==> src/rtl/adc_rb_pkg.sv <==
package adc_rb_pkg;

    // Register kind selected by a host address
    typedef enum logic [2:0] {
        SEL_NONE = 3'd0,
        SEL_HI   = 3'd1,
        SEL_LO   = 3'd2,
        SEL_BYTE = 3'd3,
        SEL_STAT = 3'd4
    } sel_kind_e;

endpackage

==> src/rtl/rb_addr_decode.sv <==
module rb_addr_decode
    import adc_rb_pkg::*;
#(
    parameter int NUM_CH = 8,
    parameter int CH_W   = 3,
    parameter int ADDR_W = 5
) (
    input  logic              ten_mode_i,
    input  logic [ADDR_W-1:0] addr_i,
    output sel_kind_e         kind_o,
    output logic [CH_W-1:0]   ch_o
);

    localparam int STAT_ADDR = 2 * NUM_CH;

    always_comb begin
        kind_o = SEL_NONE;
        ch_o   = '0;
        if (addr_i == ADDR_W'(STAT_ADDR)) begin
            kind_o = SEL_STAT;
        end else if (ten_mode_i) begin
            if (addr_i < ADDR_W'(STAT_ADDR)) begin
                kind_o = addr_i[0] ? SEL_LO : SEL_HI;
                ch_o   = addr_i[CH_W:1];
            end
        end else begin
            if (addr_i < ADDR_W'(NUM_CH)) begin
                kind_o = SEL_BYTE;
                ch_o   = addr_i[CH_W-1:0];
            end
        end
    end

endmodule

==> src/rtl/rb_result_store.sv <==
module rb_result_store #(
    parameter int NUM_CH = 8,
    parameter int CH_W   = 3,
    parameter int RES_W  = 10,
    parameter int BYTE_W = 8
) (
    input  logic                           clk,
    input  logic                           rst_n,
    input  logic                           wr_valid_i,
    input  logic [CH_W-1:0]                wr_ch_i,
    input  logic [RES_W-1:0]               wr_code_i,
    input  logic                           wr_ten_i,
    input  logic                           clr_i,
    input  logic [CH_W-1:0]                clr_ch_i,
    output logic [NUM_CH-1:0][RES_W-1:0]   code_o,
    output logic [NUM_CH-1:0]              ten_o,
    output logic [NUM_CH-1:0]              done_o
);

    typedef struct packed {
        logic [NUM_CH-1:0][RES_W-1:0] code;
        logic [NUM_CH-1:0]            ten;
        logic [NUM_CH-1:0]            done;
    } store_t;

    store_t s_d, s_q;
    logic [RES_W-1:0] norm_code;

    always_comb begin
        // 8-bit results keep only their low byte
        norm_code = wr_ten_i ? wr_code_i : RES_W'(wr_code_i[BYTE_W-1:0]);
        s_d = s_q;
        if (clr_i) begin
            s_d.done[clr_ch_i] = 1'b0;
        end
        // a new result overrides a clear in the same cycle
        if (wr_valid_i) begin
            s_d.code[wr_ch_i] = norm_code;
            s_d.ten[wr_ch_i]  = wr_ten_i;
            s_d.done[wr_ch_i] = 1'b1;
        end
    end

    always_ff @(posedge clk) begin
        if (!rst_n) begin
            s_q <= '0;
        end else begin
            s_q <= s_d;
        end
    end

    assign code_o = s_q.code;
    assign ten_o  = s_q.ten;
    assign done_o = s_q.done;

    assert_done_set_R7: assert property (@(posedge clk) disable iff (!rst_n)
        wr_valid_i |=> done_o[$past(wr_ch_i)]);

    assert_done_clear_R7: assert property (@(posedge clk) disable iff (!rst_n)
        (clr_i && !(wr_valid_i && wr_ch_i == clr_ch_i)) |=> !done_o[$past(clr_ch_i)]);

    assert_set_wins_R8: assert property (@(posedge clk) disable iff (!rst_n)
        (clr_i && wr_valid_i && wr_ch_i == clr_ch_i) |=> done_o[$past(clr_ch_i)]);

    assert_code_stable_R9: assert property (@(posedge clk) disable iff (!rst_n)
        !wr_valid_i |=> $stable(code_o));

endmodule

==> src/rtl/rb_readout.sv <==
module rb_readout
    import adc_rb_pkg::*;
#(
    parameter int NUM_CH = 8,
    parameter int CH_W   = 3,
    parameter int RES_W  = 10,
    parameter int BYTE_W = 8
) (
    input  logic                           clk,
    input  logic                           rst_n,
    input  logic                           rd_en_i,
    input  sel_kind_e                      kind_i,
    input  logic [CH_W-1:0]                ch_i,
    input  logic [NUM_CH-1:0][RES_W-1:0]   code_i,
    input  logic [NUM_CH-1:0]              ten_i,
    input  logic [NUM_CH-1:0]              done_i,
    output logic [BYTE_W-1:0]              rd_data_o,
    output logic                           rd_valid_o
);

    localparam int HI_W = RES_W - BYTE_W;

    typedef struct packed {
        logic [BYTE_W-1:0] data;
        logic              valid;
        sel_kind_e         kind;
        logic [BYTE_W-1:0] hold_lo;
        logic [CH_W-1:0]   hold_ch;
        logic              hold_vld;
    } rd_t;

    rd_t r_d, r_q;
    logic [RES_W-1:0]  sel_code;
    logic [BYTE_W-1:0] hi_byte, lo_byte, top_byte;

    always_comb begin
        sel_code = code_i[ch_i];
        hi_byte  = BYTE_W'(sel_code[RES_W-1:BYTE_W]);
        lo_byte  = sel_code[BYTE_W-1:0];
        top_byte = sel_code[RES_W-1:HI_W];

        r_d       = r_q;
        r_d.valid = rd_en_i;
        r_d.kind  = rd_en_i ? kind_i : SEL_NONE;
        if (rd_en_i) begin
            case (kind_i)
                SEL_HI: begin
                    r_d.data     = hi_byte;
                    r_d.hold_lo  = lo_byte;
                    r_d.hold_ch  = ch_i;
                    r_d.hold_vld = 1'b1;
                end
                SEL_LO: begin
                    if (r_q.hold_vld && r_q.hold_ch == ch_i) begin
                        r_d.data     = r_q.hold_lo;
                        r_d.hold_vld = 1'b0;
                    end else begin
                        r_d.data = lo_byte;
                    end
                end
                SEL_BYTE: r_d.data = ten_i[ch_i] ? top_byte : lo_byte;
                SEL_STAT: r_d.data = BYTE_W'(done_i);
                default:  r_d.data = '0;
            endcase
        end
    end

    always_ff @(posedge clk) begin
        if (!rst_n) begin
            r_q <= '{data: '0, valid: 1'b0, kind: SEL_NONE,
                     hold_lo: '0, hold_ch: '0, hold_vld: 1'b0};
        end else begin
            r_q <= r_d;
        end
    end

    assign rd_data_o  = r_q.data;
    assign rd_valid_o = r_q.valid;

    assert_valid_follows_R2: assert property (@(posedge clk) disable iff (!rst_n)
        rd_en_i |=> rd_valid_o);

    assert_valid_idle_R2: assert property (@(posedge clk) disable iff (!rst_n)
        !rd_en_i |=> !rd_valid_o);

    assert_hi_upper_zero_R3: assert property (@(posedge clk) disable iff (!rst_n)
        (rd_valid_o && r_q.kind == SEL_HI) |-> (rd_data_o[BYTE_W-1:HI_W] == '0));

    assert_unmapped_zero_R11: assert property (@(posedge clk) disable iff (!rst_n)
        (rd_valid_o && r_q.kind == SEL_NONE) |-> (rd_data_o == '0));

endmodule

==> src/rtl/adc_result_bank.sv <==
module adc_result_bank
    import adc_rb_pkg::*;
#(
    parameter int NUM_CH = 8,
    parameter int RES_W  = 10,
    parameter int BYTE_W = 8
) (
    input  logic                                 clk,
    input  logic                                 rst_n,
    input  logic                                 ten_mode_i,
    input  logic                                 irq_en_i,
    input  logic                                 wr_valid_i,
    input  logic [$clog2(NUM_CH)-1:0]            wr_ch_i,
    input  logic [RES_W-1:0]                     wr_code_i,
    input  logic                                 wr_ten_i,
    input  logic                                 rd_en_i,
    input  logic [$clog2(2*NUM_CH+1)-1:0]        rd_addr_i,
    output logic [BYTE_W-1:0]                    rd_data_o,
    output logic                                 rd_valid_o,
    output logic                                 irq_o
);

    localparam int CH_W   = $clog2(NUM_CH);
    localparam int ADDR_W = $clog2(2 * NUM_CH + 1);

    sel_kind_e                    kind;
    logic [CH_W-1:0]              sel_ch;
    logic                         clr;
    logic [NUM_CH-1:0][RES_W-1:0] codes;
    logic [NUM_CH-1:0]            tens;
    logic [NUM_CH-1:0]            dones;

    rb_addr_decode #(
        .NUM_CH (NUM_CH),
        .CH_W   (CH_W),
        .ADDR_W (ADDR_W)
    ) u_decode (
        .ten_mode_i (ten_mode_i),
        .addr_i     (rd_addr_i),
        .kind_o     (kind),
        .ch_o       (sel_ch)
    );

    // a flag clears when the channel's final byte is read
    assign clr = rd_en_i && (kind == SEL_LO || kind == SEL_BYTE);

    rb_result_store #(
        .NUM_CH (NUM_CH),
        .CH_W   (CH_W),
        .RES_W  (RES_W),
        .BYTE_W (BYTE_W)
    ) u_store (
        .clk        (clk),
        .rst_n      (rst_n),
        .wr_valid_i (wr_valid_i),
        .wr_ch_i    (wr_ch_i),
        .wr_code_i  (wr_code_i),
        .wr_ten_i   (wr_ten_i),
        .clr_i      (clr),
        .clr_ch_i   (sel_ch),
        .code_o     (codes),
        .ten_o      (tens),
        .done_o     (dones)
    );

    rb_readout #(
        .NUM_CH (NUM_CH),
        .CH_W   (CH_W),
        .RES_W  (RES_W),
        .BYTE_W (BYTE_W)
    ) u_readout (
        .clk        (clk),
        .rst_n      (rst_n),
        .rd_en_i    (rd_en_i),
        .kind_i     (kind),
        .ch_i       (sel_ch),
        .code_i     (codes),
        .ten_i      (tens),
        .done_i     (dones),
        .rd_data_o  (rd_data_o),
        .rd_valid_o (rd_valid_o)
    );

    assign irq_o = irq_en_i && (|dones);

    assert_irq_cause_R10: assert property (@(posedge clk) disable iff (!rst_n)
        $rose(irq_o) |-> ($past(wr_valid_i) || $rose(irq_en_i)));

    assert_stat_keeps_flags_R6: assert property (@(posedge clk) disable iff (!rst_n)
        (rd_en_i && kind == SEL_STAT && !wr_valid_i) |=> $stable(dones));

endmodule

==> config.mk <==
export PLATFORM = sky130hd
export DESIGN_NAME = adc_result_bank
export DESIGN_NICKNAME = d
export VERILOG_FILES = /design/src/rtl/adc_rb_pkg.sv /design/src/rtl/rb_addr_decode.sv /design/src/rtl/rb_result_store.sv /design/src/rtl/rb_readout.sv /design/src/rtl/adc_result_bank.sv
export SDC_FILE = /design/constraint.sdc
export NUM_CORES = 1
export LEC_CHECK = 0
export BUFFER_PORTS_ARGS = -buffer_cell sky130_fd_sc_hd__buf_2
export CORE_ASPECT_RATIO = 0.7
export CORE_MARGIN = 2
export CORE_UTILIZATION = 25
export CTS_CLUSTER_SIZE = 20
export DETAILED_ROUTE_END_ITERATION = 8
export GPL_TIMING_DRIVEN = 0
export MAX_ROUTING_LAYER = met4
export PLACE_DENSITY = 0.47
export SKIP_CTS_REPAIR_TIMING = 1
export SYNTH_ARGS = -nofsm -noshare
export SYNTH_HDL_FRONTEND = slang
export SYNTH_SLANG_ARGS = --single-unit
==> constraint.sdc <==
create_clock -name clk -period 4.2 [get_ports clk]
set_input_delay 0.63 -clock clk [delete_from_list [all_inputs] [get_ports clk]]
set_output_delay 0.63 -clock clk [all_outputs]
set_load 0.01 [all_outputs]
Word-level counts from Yosys, hierarchy flattened --
Cells that the tools add are included.
Storage, ports and cells: flip-flop bits (word level) 117, input bits 25, output and inout bits 10, word-level logic and storage cells 70
Operators by class: order comparisons 6, equality and inequality tests 7, multiplexer cells 29, bitwise operators 3, reduce and logical (&&, ||, !) cells 10
Operators with widths (number):
- bitwise mux 80 bit | 1
- 2-to-1 mux 8 bit | 4
- case mux 8 bit (4 select lines) | 1
- binary-select mux 10 bit (select 3 bit) | 1
- demux 10 bit (select 3 bit) | 1
- 2-to-1 mux 10 bit | 3
- 2-to-1 mux 3 bit | 7
- AND 8 bit | 1
- bitwise mux 8 bit | 1
- less-than comparator 3 x 4 -> 1 bit (second input constant) | 2
- NOT 8 bit | 1
- bitwise OR 8 bit | 1
- OR reduction 8 bit | 1
- demux 1 bit (select 3 bit) | 2
- == test 3 x 2 -> 1 bit (second input constant) | 2
- greater-or-equal comparator 3 x 1 -> 1 bit (second input constant) | 2
- == test 5 bit (second input constant) | 1
- logical AND 1 bit | 5
- less-than comparator 5 x 4 -> 1 bit (second input constant) | 1
- less-than comparator 5 bit (second input constant) | 1
- 2-to-1 mux 1 bit | 4
- 2-to-1 mux 2 bit | 2
- binary-select mux 1 bit (select 3 bit) | 1
- == test 3 x 1 -> 1 bit (second input constant) | 1
- other kinds (8) | 8

Logic depth before layout (Yosys ltp) --
word-level depth 13, gate-level depth with buffers 13, mapped depth without buffers 8

Modules after synthesis --
Synthesis repeated with hierarchy kept, for this count alone.
Unflattened totals: cell total of the unflattened synthesis 553, area total of the unflattened synthesis 5639.2 um^2
Modules (own cells, without submodules):
- rb_result_store | instances 1, cells each 339, area an instance 3528.4 um^2, sequential area each 1921.8 um^2
- rb_readout | instances 1, cells each 193, area an instance 1986.9 um^2, sequential area each 420.4 um^2
- rb_addr_decode | instances 1, cells each 16, area an instance 96.3 um^2, sequential area each 0.0 um^2
- adc_result_bank | instances 1, cells each 5, area an instance 27.5 um^2, sequential area each 0.0 um^2

Worst setup path after synthesis --
OpenSTA, ideal clock, no wires.
path kind input port to flip-flop, start point input port ten_mode_i, end point register u_readout.r_q, in the netlist u_readout.rd_data_o[1], setup time 0.122 ns, data arrival time 2.685 ns, data required time 4.078 ns, slack 1.393 ns, stages on the path 10, path buffers 2, cells stage by stage buf_4 > nor2_2 > a32o_1 > buf_6 > mux2i_1 > o22ai_1 > or3_1 > a32o_1 > a221o_1 > a221o_1
On the way: longest elaborated chain between the ends 6, elaborated cells between the ends (all ways) 17, those cells by class eq/ne: 5; mux: 11; reduce/logical: 1
RTL lines:
- from (decl) | RTL line adc_result_bank.sv:10 | input logic ten_mode_i,
- 2-to-1 mux 3 bit | RTL line rb_addr_decode.sv:21 | end else if (ten_mode_i) begin
- 2-to-1 mux 3 bit | RTL line rb_addr_decode.sv:19 | if (addr_i == ADDR_W'(STAT_ADDR)) begin
- binary-select mux 10 bit (select 3 bit), or another cell as far along | RTL line rb_readout.sv:37 | sel_code = code_i[ch_i];
- 2-to-1 mux 10 bit (implied by the code), or another cell as far along | RTL line rb_readout.sv:37
- 2-to-1 mux 8 bit, on equally long branches | RTL line rb_readout.sv:61, rb_readout.sv:54
- case mux 8 bit (4 select lines) (*) | RTL line rb_readout.sv:46 | case (kind_i)
- to (signal assigned) | RTL line rb_readout.sv:70 | r_q <= '{data: '0, valid: 1'b0, kind: SEL_NONE,
- to (signal assigned) | RTL line rb_readout.sv:73 | r_q <= r_d;
- to (decl) | RTL line rb_readout.sv:32 | rd_t r_d, r_q;
Every way passes the cells marked *; elsewhere a longest branch is shown, timed or not. The select of a mux whose other input is x is not followed. A chain may end at the register's enable or synchronous reset.

Worst setup path after layout --
start point input port ten_mode_i, end point register u_readout.r_q, in the netlist u_readout.rd_data_o[5]
Same word-level chain as after synthesis.

==> results.yml <==
route:
  drtIter0Drc: 427
  drt-pass1-iter-count: 8
  drt_wl_total_um: 19500
  post_drt_wl_per_cell_um: 17.8
  route.detailed.drc: 0
  via_per_inst: 4.78
  vias: 5236
  ant_nets: 0
yosys:
  synth.top_cell.area_share_pct: 41.2
  ys.warnings.count: 0
  netlist-cell-type-count: 47
  async_flop_share_pct: 0
  netlist_area_um2: 5690
  synth_flop_cell: "dfxtp_1"
  yosysSeqAreaShare_pct: 41.2
  synthTopCellsByArea: "dfxtp_1 (41%), nand2_1 (16%), a21boi_0 (14%)"
  netlist_instances: 732
  synth_top_cell_by_area: "dfxtp_1"
  syn_avg_cell_area_um2: 7.77
  synth_nets: 757
  synth_seq_cells: 117
  yosysMostFrequentCell: "nand2_1"
  synth_common_cells: "nand2_1 (249), dfxtp_1 (117), a21boi_0 (104)"
  synth-edff-count: 0
finish:
  fillers: 2473
  final_layout_size_suffix_gt1_share_pct: 10.1
  finalNetCount: 796
  antenna-diode-count: 0
  post-route-util_pct: 30.0
  area_growth_pct: 18.7
critical_path:
  critPathMaxFanout: 10
  path_buf_inv: 4
  cp.depth: 12
  crit_chain: "buf_4 -> nor2b_4 -> a32oi_1 -> clkbuf_1 -> buf_2 -> clkbuf_1 -> nand2_1 -> a32oi_1 -> o211ai_1 -> mux2i_1 -> nand2_1 -> a31oi_1"
  critPathKind: "primary input to flop"
  rr_worst_depth: 6
  cp-start-kind: "primary input"
  cp.arrival_ns: 3.59
  cp-end-kind: "flop"
  cp_slowest_stage_delay_ns: 0.50
  slowest_stage: "clkbuf_1"
  crit_family: "buffers and inverters"
  cp.required_ns: 4.55
power:
  leakage_nw: 2.19
  vdd_drop_max_mv: 0.278
  power.density_nw_per_um2: 418
  power.total_mw: 2.82
clock_network:
  cts.clk_slew.worst_paths_ns: 0.06
  clk_latency_ns: 0.42
  cts_buffer_depth: 2
  cts_inserted_buffers: 17
  tritoncts: "built"
  cts-htree-levels: 4
  cts_root_buf: "clkbuf_16"
  cts.sinks: 117
grt:
  grt_usage_pct: 17.4
  antenna_found_initial: 0
  grt_pass1_wl_um: 30100
  grt_pass1_vias: 4984
  overflow: 0
  grt_max_degree: 17
worst_hold_path:
  hold_class: "flop to flop"
  hold_depth: 2
timing:
  setup_tns_ns: 0
  fin_skew_ns: 0.00894
  fin_crit_ns: 3.24
  fmax_mhz: 309
  max_slew_margin_pct: 16.1
  period_share_pct: 77.0
  rsz0062_at_grt: "no"
  max_slew.worst_pin.slew_ns: 1.24
  hold_viol_final: 0
  maxSlewViolCount: 0
  setup_violations: 0
job:
  max_cap_viol_count: 0
floorplanning:
  die_area_um2: 24000
  fp.dieH_um: 130
  rows: 46
  start_util_pct: 25.3
  core_area_um2: 22500
  dieWidth_um: 184
  io_pins: 35
placed_design:
  io_buffers: 20
  place_hpwl_um: 14100
  gp_congestion: 0.818
status:
  status: "finished clean"
-- stage by stage --
stage | instance area (um^2) | hold WS [ns] | instances | worst slack, ns
2_1_floorplan | 5690 | 0.439 | 732 | 1.39
3_3_place_gp | 6180 | 0.448 | 1064 | 0.453
3_5_place_dp | 6180 | 0.456 | 1064 | 0.540
4_1_cts | 6750 | 0.463 | 1096 | 0.972
5_1_grt | 6750 | 0.483 | 1096 | 0.746
6_report | 6750 | 0.461 | 1096 | 0.964
-- report_power, final --
part           internal [mW]  switching, mW  leakage [nW]
logic                 0.0801          0.166         0.989
clock network          0.871          0.559         0.258
registers               1.13         0.0127         0.947
total                   2.08          0.738          2.19
-- kinds of logic (layout without fill, tap and decap cells) --
group | count (synthesis) | after routing | share of synthesized area, %
multiplexers | 20 | 20 | 3.54
XOR/XNOR | 3 | 3 | 0.462
buffers and inverters | 71 | 123 | 6.22
AND/OR/NAND/NOR | 337 | 337 | 25.0
AO/OA/AOI/OAI | 184 | 184 | 23.6
flip-flops | 117 | 117 | 41.2
-- registers in the layout, summed over array words and instances, names as in the netlist --
register and cells:
u_store.code_o 80, u_readout.r_q 12, u_readout.rd_data_o 8, u_store.done_o 8, u_store.ten_o 8, u_readout.rd_valid_o 1
-- metal layers --
metal  track usage [%]  share of wire, %
met3              3.88               6.0
met5                 -                 0
met4              4.19              0.95
met1              25.7                53
met2              23.7                40
-- area by class of cell --
cell class	count	area [um^2]	area share (%)
multi-input combinational	544	3000	44.4
timing repair buffer	20	100	1.48
inverter	5	18.8	0.278
clock buffer	20	437	6.47
tap	312	390	5.78
clock inverter	12	133	1.96
buffer	66	335	4.96
sequential	117	2340	34.7
-- cells in the final DEF (no fill, tap or decap), types with 17 or more instances in the layout --
cell and instances:
buf_4 18, mux2i_1 19, clkbuf_1 43, and2_1 17
nor2_1 20, clkbuf_16 17, o21ai_0 17, a21boi_0 104
dfxtp_1 117, nand2_1 249, buf_2 24
-- worst min-delay path, delay by kind of cell, from the launching register on --
family / cells / cell delay [ns]
flip-flops: 1 / 0.30
AND/OR/NAND/NOR: 1 / 0.04
AO/OA/AOI/OAI: 1 / 0.06
-- worst paths after layout --
kind	from	endpoint	slack [ns]
worst max-delay path	ten_mode_i	u_readout.rd_data_o[5]	0.96
worst min-delay path	u_store.code_o[1]	u_store.code_o[1]	0.46
worst max register to register	u_store.code_o[79]	u_readout.rd_data_o[1]	2.22
worst min register to register	u_store.code_o[1]	u_store.code_o[1]	0.46
Power figures use the tool's default switching activity.
